$ cat src/rtl/alu8_pkg.sv
package alu8_pkg;

    localparam int DW    = 8;
    localparam int HALF  = DW / 2;
    localparam int OPW   = 4;

    // status bit positions (bit order is part of the interface)
    localparam int F_C = 0;
    localparam int F_Z = 1;
    localparam int F_N = 2;
    localparam int F_V = 3;
    localparam int F_S = 4;
    localparam int F_H = 5;
    localparam int F_T = 6;
    localparam int F_I = 7;

    typedef logic [DW-1:0] word_t;

    typedef enum logic [OPW-1:0] {
        OP_ADD = 4'd0,
        OP_ADC = 4'd1,
        OP_SUB = 4'd2,
        OP_SBC = 4'd3,
        OP_CMP = 4'd4,
        OP_CPC = 4'd5,
        OP_AND = 4'd6,
        OP_OR  = 4'd7,
        OP_XOR = 4'd8,
        OP_COM = 4'd9,
        OP_NEG = 4'd10,
        OP_INC = 4'd11,
        OP_DEC = 4'd12,
        OP_LSL = 4'd13,
        OP_LSR = 4'd14,
        OP_ROL = 4'd15
    } alu_op_e;

    // per-unit outcome: result, new flag values and which of C/H to replace
    typedef struct packed {
        word_t res;
        logic  h;
        logic  v;
        logic  n;
        logic  z;
        logic  c;
        logic  upd_h;
        logic  upd_c;
    } unit_out_t;

    function automatic logic uses_adder(alu_op_e op);
        return (op inside {OP_ADD, OP_ADC, OP_SUB, OP_SBC, OP_CMP,
                           OP_CPC, OP_NEG, OP_INC, OP_DEC});
    endfunction

    function automatic logic takes_carry(alu_op_e op);
        return (op inside {OP_ADC, OP_SBC, OP_CPC});
    endfunction

    function automatic logic keeps_zero(alu_op_e op);
        return (op inside {OP_SBC, OP_CPC});
    endfunction

    function automatic logic is_compare(alu_op_e op);
        return (op inside {OP_CMP, OP_CPC});
    endfunction

endpackage

$ cat src/rtl/alu8_addsub.sv
module alu8_addsub
    import alu8_pkg::*;
(
    input  alu_op_e   op,
    input  word_t     a,
    input  word_t     b,
    input  logic      c_in,
    input  logic      z_in,
    output unit_out_t q
);
    logic        sub;
    logic        cin;
    word_t       x;
    word_t       y;
    logic [DW:0]   full;
    logic [HALF:0] nib;
    logic          msb_x, msb_y, msb_r;

    always_comb begin
        x   = a;
        y   = b;
        sub = 1'b0;
        cin = takes_carry(op) ? c_in : 1'b0;
        unique case (op)
            OP_SUB, OP_SBC, OP_CMP, OP_CPC: sub = 1'b1;
            OP_NEG: begin
                x   = '0;
                y   = a;
                sub = 1'b1;
            end
            OP_INC: y = word_t'(1);
            OP_DEC: begin
                y   = word_t'(1);
                sub = 1'b1;
            end
            default: ;
        endcase
    end

    always_comb begin
        if (sub) begin
            full = {1'b0, x} - {1'b0, y} - {{DW{1'b0}}, cin};
            nib  = {1'b0, x[HALF-1:0]} - {1'b0, y[HALF-1:0]} - {{HALF{1'b0}}, cin};
        end else begin
            full = {1'b0, x} + {1'b0, y} + {{DW{1'b0}}, cin};
            nib  = {1'b0, x[HALF-1:0]} + {1'b0, y[HALF-1:0]} + {{HALF{1'b0}}, cin};
        end
    end

    assign msb_x = x[DW-1];
    assign msb_y = y[DW-1];
    assign msb_r = full[DW-1];

    always_comb begin
        q.res   = full[DW-1:0];
        q.c     = full[DW];
        q.h     = nib[HALF];
        q.n     = msb_r;
        q.v     = sub ? ((msb_x != msb_y) && (msb_r != msb_x))
                      : ((msb_x == msb_y) && (msb_r != msb_x));
        q.z     = (full[DW-1:0] == '0) && (keeps_zero(op) ? z_in : 1'b1);
        q.upd_c = !(op inside {OP_INC, OP_DEC});
        q.upd_h = !(op inside {OP_INC, OP_DEC});
    end

endmodule

$ cat src/rtl/alu8_bitops.sv
module alu8_bitops
    import alu8_pkg::*;
(
    input  alu_op_e   op,
    input  word_t     a,
    input  word_t     b,
    input  logic      c_in,
    output unit_out_t q
);
    word_t r;
    logic  cout;
    logic  shift;

    assign shift = op inside {OP_LSL, OP_LSR, OP_ROL};

    always_comb begin
        r    = a;
        cout = c_in;
        unique case (op)
            OP_AND: r = a & b;
            OP_OR:  r = a | b;
            OP_XOR: r = a ^ b;
            OP_COM: begin
                r    = ~a;
                cout = 1'b1;
            end
            OP_LSL: begin
                r    = {a[DW-2:0], 1'b0};
                cout = a[DW-1];
            end
            OP_LSR: begin
                r    = {1'b0, a[DW-1:1]};
                cout = a[0];
            end
            OP_ROL: begin
                r    = {a[DW-2:0], c_in};
                cout = a[DW-1];
            end
            default: ;
        endcase
    end

    always_comb begin
        q.res   = r;
        q.c     = cout;
        q.h     = 1'b0;
        q.n     = r[DW-1];
        q.z     = (r == '0);
        q.v     = shift ? (r[DW-1] ^ cout) : 1'b0;
        q.upd_c = shift || (op == OP_COM);
        q.upd_h = 1'b0;
    end

endmodule

$ cat src/rtl/alu8_status.sv
module alu8_status
    import alu8_pkg::*;
(
    input  logic      clk,
    input  logic      rst,
    input  logic      we,
    input  unit_out_t u,
    output word_t     sreg
);
    word_t nxt;

    always_comb begin
        nxt      = sreg;
        nxt[F_V] = u.v;
        nxt[F_N] = u.n;
        nxt[F_Z] = u.z;
        nxt[F_S] = u.n ^ u.v;
        if (u.upd_c) nxt[F_C] = u.c;
        if (u.upd_h) nxt[F_H] = u.h;
    end

    always_ff @(posedge clk) begin
        if (rst)     sreg <= '0;
        else if (we) sreg <= nxt;
    end

endmodule

$ cat src/rtl/alu8_core.sv
module alu8_core
    import alu8_pkg::*;
(
    input  logic        clk,
    input  logic        rst,
    input  logic [3:0]  op_i,
    input  logic [7:0]  a_i,
    input  logic [7:0]  b_i,
    input  logic        we_i,
    output logic [7:0]  res_o,
    output logic        wr_dest_o,
    output logic [7:0]  sreg_o
);
    alu_op_e   op;
    word_t     sreg;
    unit_out_t arith_q;
    unit_out_t bit_q;
    unit_out_t sel_q;

    assign op = alu_op_e'(op_i);

    alu8_addsub u_addsub (
        .op   (op),
        .a    (a_i),
        .b    (b_i),
        .c_in (sreg[F_C]),
        .z_in (sreg[F_Z]),
        .q    (arith_q)
    );

    alu8_bitops u_bitops (
        .op   (op),
        .a    (a_i),
        .b    (b_i),
        .c_in (sreg[F_C]),
        .q    (bit_q)
    );

    assign sel_q = uses_adder(op) ? arith_q : bit_q;

    alu8_status u_status (
        .clk  (clk),
        .rst  (rst),
        .we   (we_i),
        .u    (sel_q),
        .sreg (sreg)
    );

    assign res_o     = sel_q.res;
    assign wr_dest_o = !is_compare(op);
    assign sreg_o    = sreg;

endmodule

$ cat config.mk
export PLATFORM = sky130hd
export DESIGN_NAME = alu8_core
export DESIGN_NICKNAME = d
export VERILOG_FILES = /design/src/rtl/alu8_pkg.sv /design/src/rtl/alu8_addsub.sv /design/src/rtl/alu8_bitops.sv /design/src/rtl/alu8_status.sv /design/src/rtl/alu8_core.sv
export SDC_FILE = /design/constraint.sdc
export NUM_CORES = 1
export LEC_CHECK = 0
export ABC_AREA = 1
export BUFFER_PORTS_ARGS = -buffer_cell sky130_fd_sc_hd__buf_2
export CORE_UTILIZATION = 55
export CTS_CLUSTER_DIAMETER = 30
export CTS_CLUSTER_SIZE = 24
export DETAILED_ROUTE_END_ITERATION = 6
export PLACE_DENSITY = 0.79
export REMOVE_ABC_BUFFERS = 1
export SYNTH_ARGS = -nofsm -noshare
export SYNTH_HDL_FRONTEND = slang
export SYNTH_SLANG_ARGS = --single-unit
$ cat constraint.sdc
create_clock -name clk -period 3.4 [get_ports clk]
set_input_delay 0.17 -clock clk [delete_from_list [all_inputs] [get_ports clk]]
set_output_delay 0.17 -clock clk [all_outputs]
set_load 0.02 [all_outputs]
==> metrics.cfg <==
[route]
dr.pass1.iters=4
wl_per_cell_um=13.0
wl_um=6440
drc_errors=0
vias_per_cell=5.38
vias=2668
drt_iter0_drc=203
antenna_left=0

[finish]
reg_top3=u_status.sreg (6)
nets=510
largest_register=u_status.sreg
largest_register_ffs=6
antenna_cells=0
fillers=418
stdcell_area_um2=2640
area_growth_pct=7.22
drive_above_1_share=0.166

[yosys]
synthAdderAreaFrac=0.210
synth_compound_area_frac=0.163
synth_mux_area_frac=0
synth_top_family_by_area=simple AND/OR/NAND/NOR gates
synth_edf_count=0
synth_top_area_cell=ha_1
synth_area_leaders=ha_1 18%, nand2_1 13%, inv_1 12%, nor2_1 7.0%, nand3_1 5.3%
yosysMostFrequentCell=nand2_1
yosys.area_share.simple=0.367
yosysUniqueCellTypes=34
syn-instance-count=421
synth-seq-cells=6
syn_avg_cell_area_um2=5.85
synth_seq_area_share=0.0488
synthTopCellsByCount=87 x nand2_1, 80 x inv_1, 46 x nor2_1
synth_xor_area_frac=0.0214
yosysTopAreaCellShare=0.178
synth_area_um2=2460
async_flop_share=0
ys.warnings.count=0
synth-main-ff-cell=dfxtp_1

[global_routing]
grt_pass1_wl_um=10500
grt_max_degree=16
antenna_found_initial=0
grt_remaining_overflow=0
gr-usage-all-layers=0.295
first_global_vias=2436

[pwr]
clock_power_share=0.152
seq_power_share=0.111
ir_drop_uv=108
p_leak_uw=0.00154
p_int_uw=342
power_switching_share=0.535
power_density_nw_per_um2=278
combPwrFrac=0.737
power.switching_uw=393

[place]
gp_congestion=0.924
hpwl_um=5320
placed_cell_area_um2=2590
port_buffers=37
dp_slack_ns=0.199

[floorplan]
initial_core_util=0.594
die_w_um=68.9
rows=23
core_um2=4140
ios=40
dieArea_um2=4750
die_h_um=68.9

[sta]
timing.fmax_mhz=318
fin_skew_ns=0.00908
setup_viol=0
worstMarginPinSlew_ns=0.549
rsz0062_at_grt=no
worst_slack_ns=0.257
finalCritPeriodShare=0.924
max-slew-margin-rel=0.633
report.final.slew_viol_count=0
final.setup.tns_ns=0
hold_viol=0
finalCriticalPeriod_ns=3.14

[setup_path]
crit_path_start=op_i[3]
critPathMostFrequentCell=nand2_1
crit_type=primary input to primary output
path_buf_inv=6
cp-start-kind=primary input
worstPathRequired_ns=3.23
critPathMaxFanout=4
worstSetupEndpointType=primary output
crit_chain=buf_2 > inv_1 > nor2_4 > nand2_2 > inv_1 > o21ai_0 > inv_1 > fa_1 > fa_1 > inv_1 > nand3_1 > nand2_1 > xor2_1 > nand2_1 > nand2_1 > nand2_1 > nand2_1 > buf_2
slowest_stage=fa_1
worst-endpoint-arrival_ns=2.97
slowest_delay_ns=0.49
timing.rr.start=u_status.sreg[0]
crit_family=adder cells

[cts]
cts_max_path_buffers=2
cts_setup_buffers=0
clock_sinks=6
numCtsBuffers=3
clock_latency_ns=0.23
cts_root_buffer=clkbuf_8
cts_tree=done
htreeDepth=1
path_clk_slew_ns=0.04

[run]
maxCapViolCount=0

[outcome]
status=completed

[min_path]
holdCritPathClass=primary input to flop
min_from=rst

through the flow:
step	utilization	hold WS, ns	total power [uW]	instances
global route	0.637	0.161	805	496
finish	0.637	0.149	734	496
floorplan	-	0.239	476	404
CTS	0.635	0.154	725	496
detailed placement	0.625	0.392	611	493
global placement	0.625	0.392	602	493
kinds of logic after synthesis:
kind of cell / Yosys count
and+or+nand+nor: 195
buffers and inverters: 104
AOI/OAI and AO/OA: 70
adders and majority gates: 39
xor gates and xnor gates: 6
DFF: 6
other: 1
final timing paths:
kind                            slack, ns               end  cells past startpoint
worst max register to register       0.82  u_status.sreg[1]                     14
worst max-delay path                 0.26          res_o[4]                     18
worst min-delay path                 0.15  u_status.sreg[0]                      2
worst min register to register       0.47  u_status.sreg[5]                      2
power groups by stage:
stage,sequential (uW),clock (uW),combinational [uW]
floorplan,90.7,0,385
global placement,82.8,0,519
global route,83.1,115,607
finish,81.9,111,541
detailed placement,83.1,0,528
CTS,82.0,112,530
metal layers:
layer / wire length (um) / GRT usage / share of wire
met1: 3000 / 0.383 / 0.47
met5: 0 / 0 / 0
met3: 400 / 0.0247 / 0.062
met2: 2930 / 0.505 / 0.45
met4: 112 / 0.102 / 0.017
cells in the final DEF (no fill, tap or decap), types with 3 or more instances in the layout:
| cell type | count |
|---|---|
| o211ai_1 | 3 |
| nor2_2 | 5 |
| a21oi_1 | 17 |
| nor2_1 | 46 |
| o21ai_0 | 21 |
| o21ai_1 | 5 |
| nand2_1 | 87 |
| nand3_2 | 4 |
| o21a_1 | 3 |
| ha_1 | 35 |
| clkbuf_8 | 3 |
| nor3_1 | 5 |
| nand2_2 | 7 |
| inv_2 | 7 |
| fa_1 | 4 |
| nand2_4 | 3 |
| dfxtp_1 | 6 |
| nand4_1 | 6 |
| nand3_1 | 26 |
| buf_2 | 37 |
| xor2_1 | 6 |
| o22ai_1 | 14 |
| inv_1 | 78 |
final cells by class:
class                   count  area, um2  share of cell area
multi-input cells         312       1890               0.717
clock buffers               3       41.3              0.0156
well taps                  50       62.6              0.0237
inverters                  86        323               0.122
repair buffers             39        200              0.0759
flip-flops and latches      6        120              0.0455
repair_timing:
action	4_1_cts	5_1_grt
hold buffers	0	0
setup endpoints to repair	0	2
resized for setup	0	5
No activity file was read; power rests on OpenSTA's default activity.
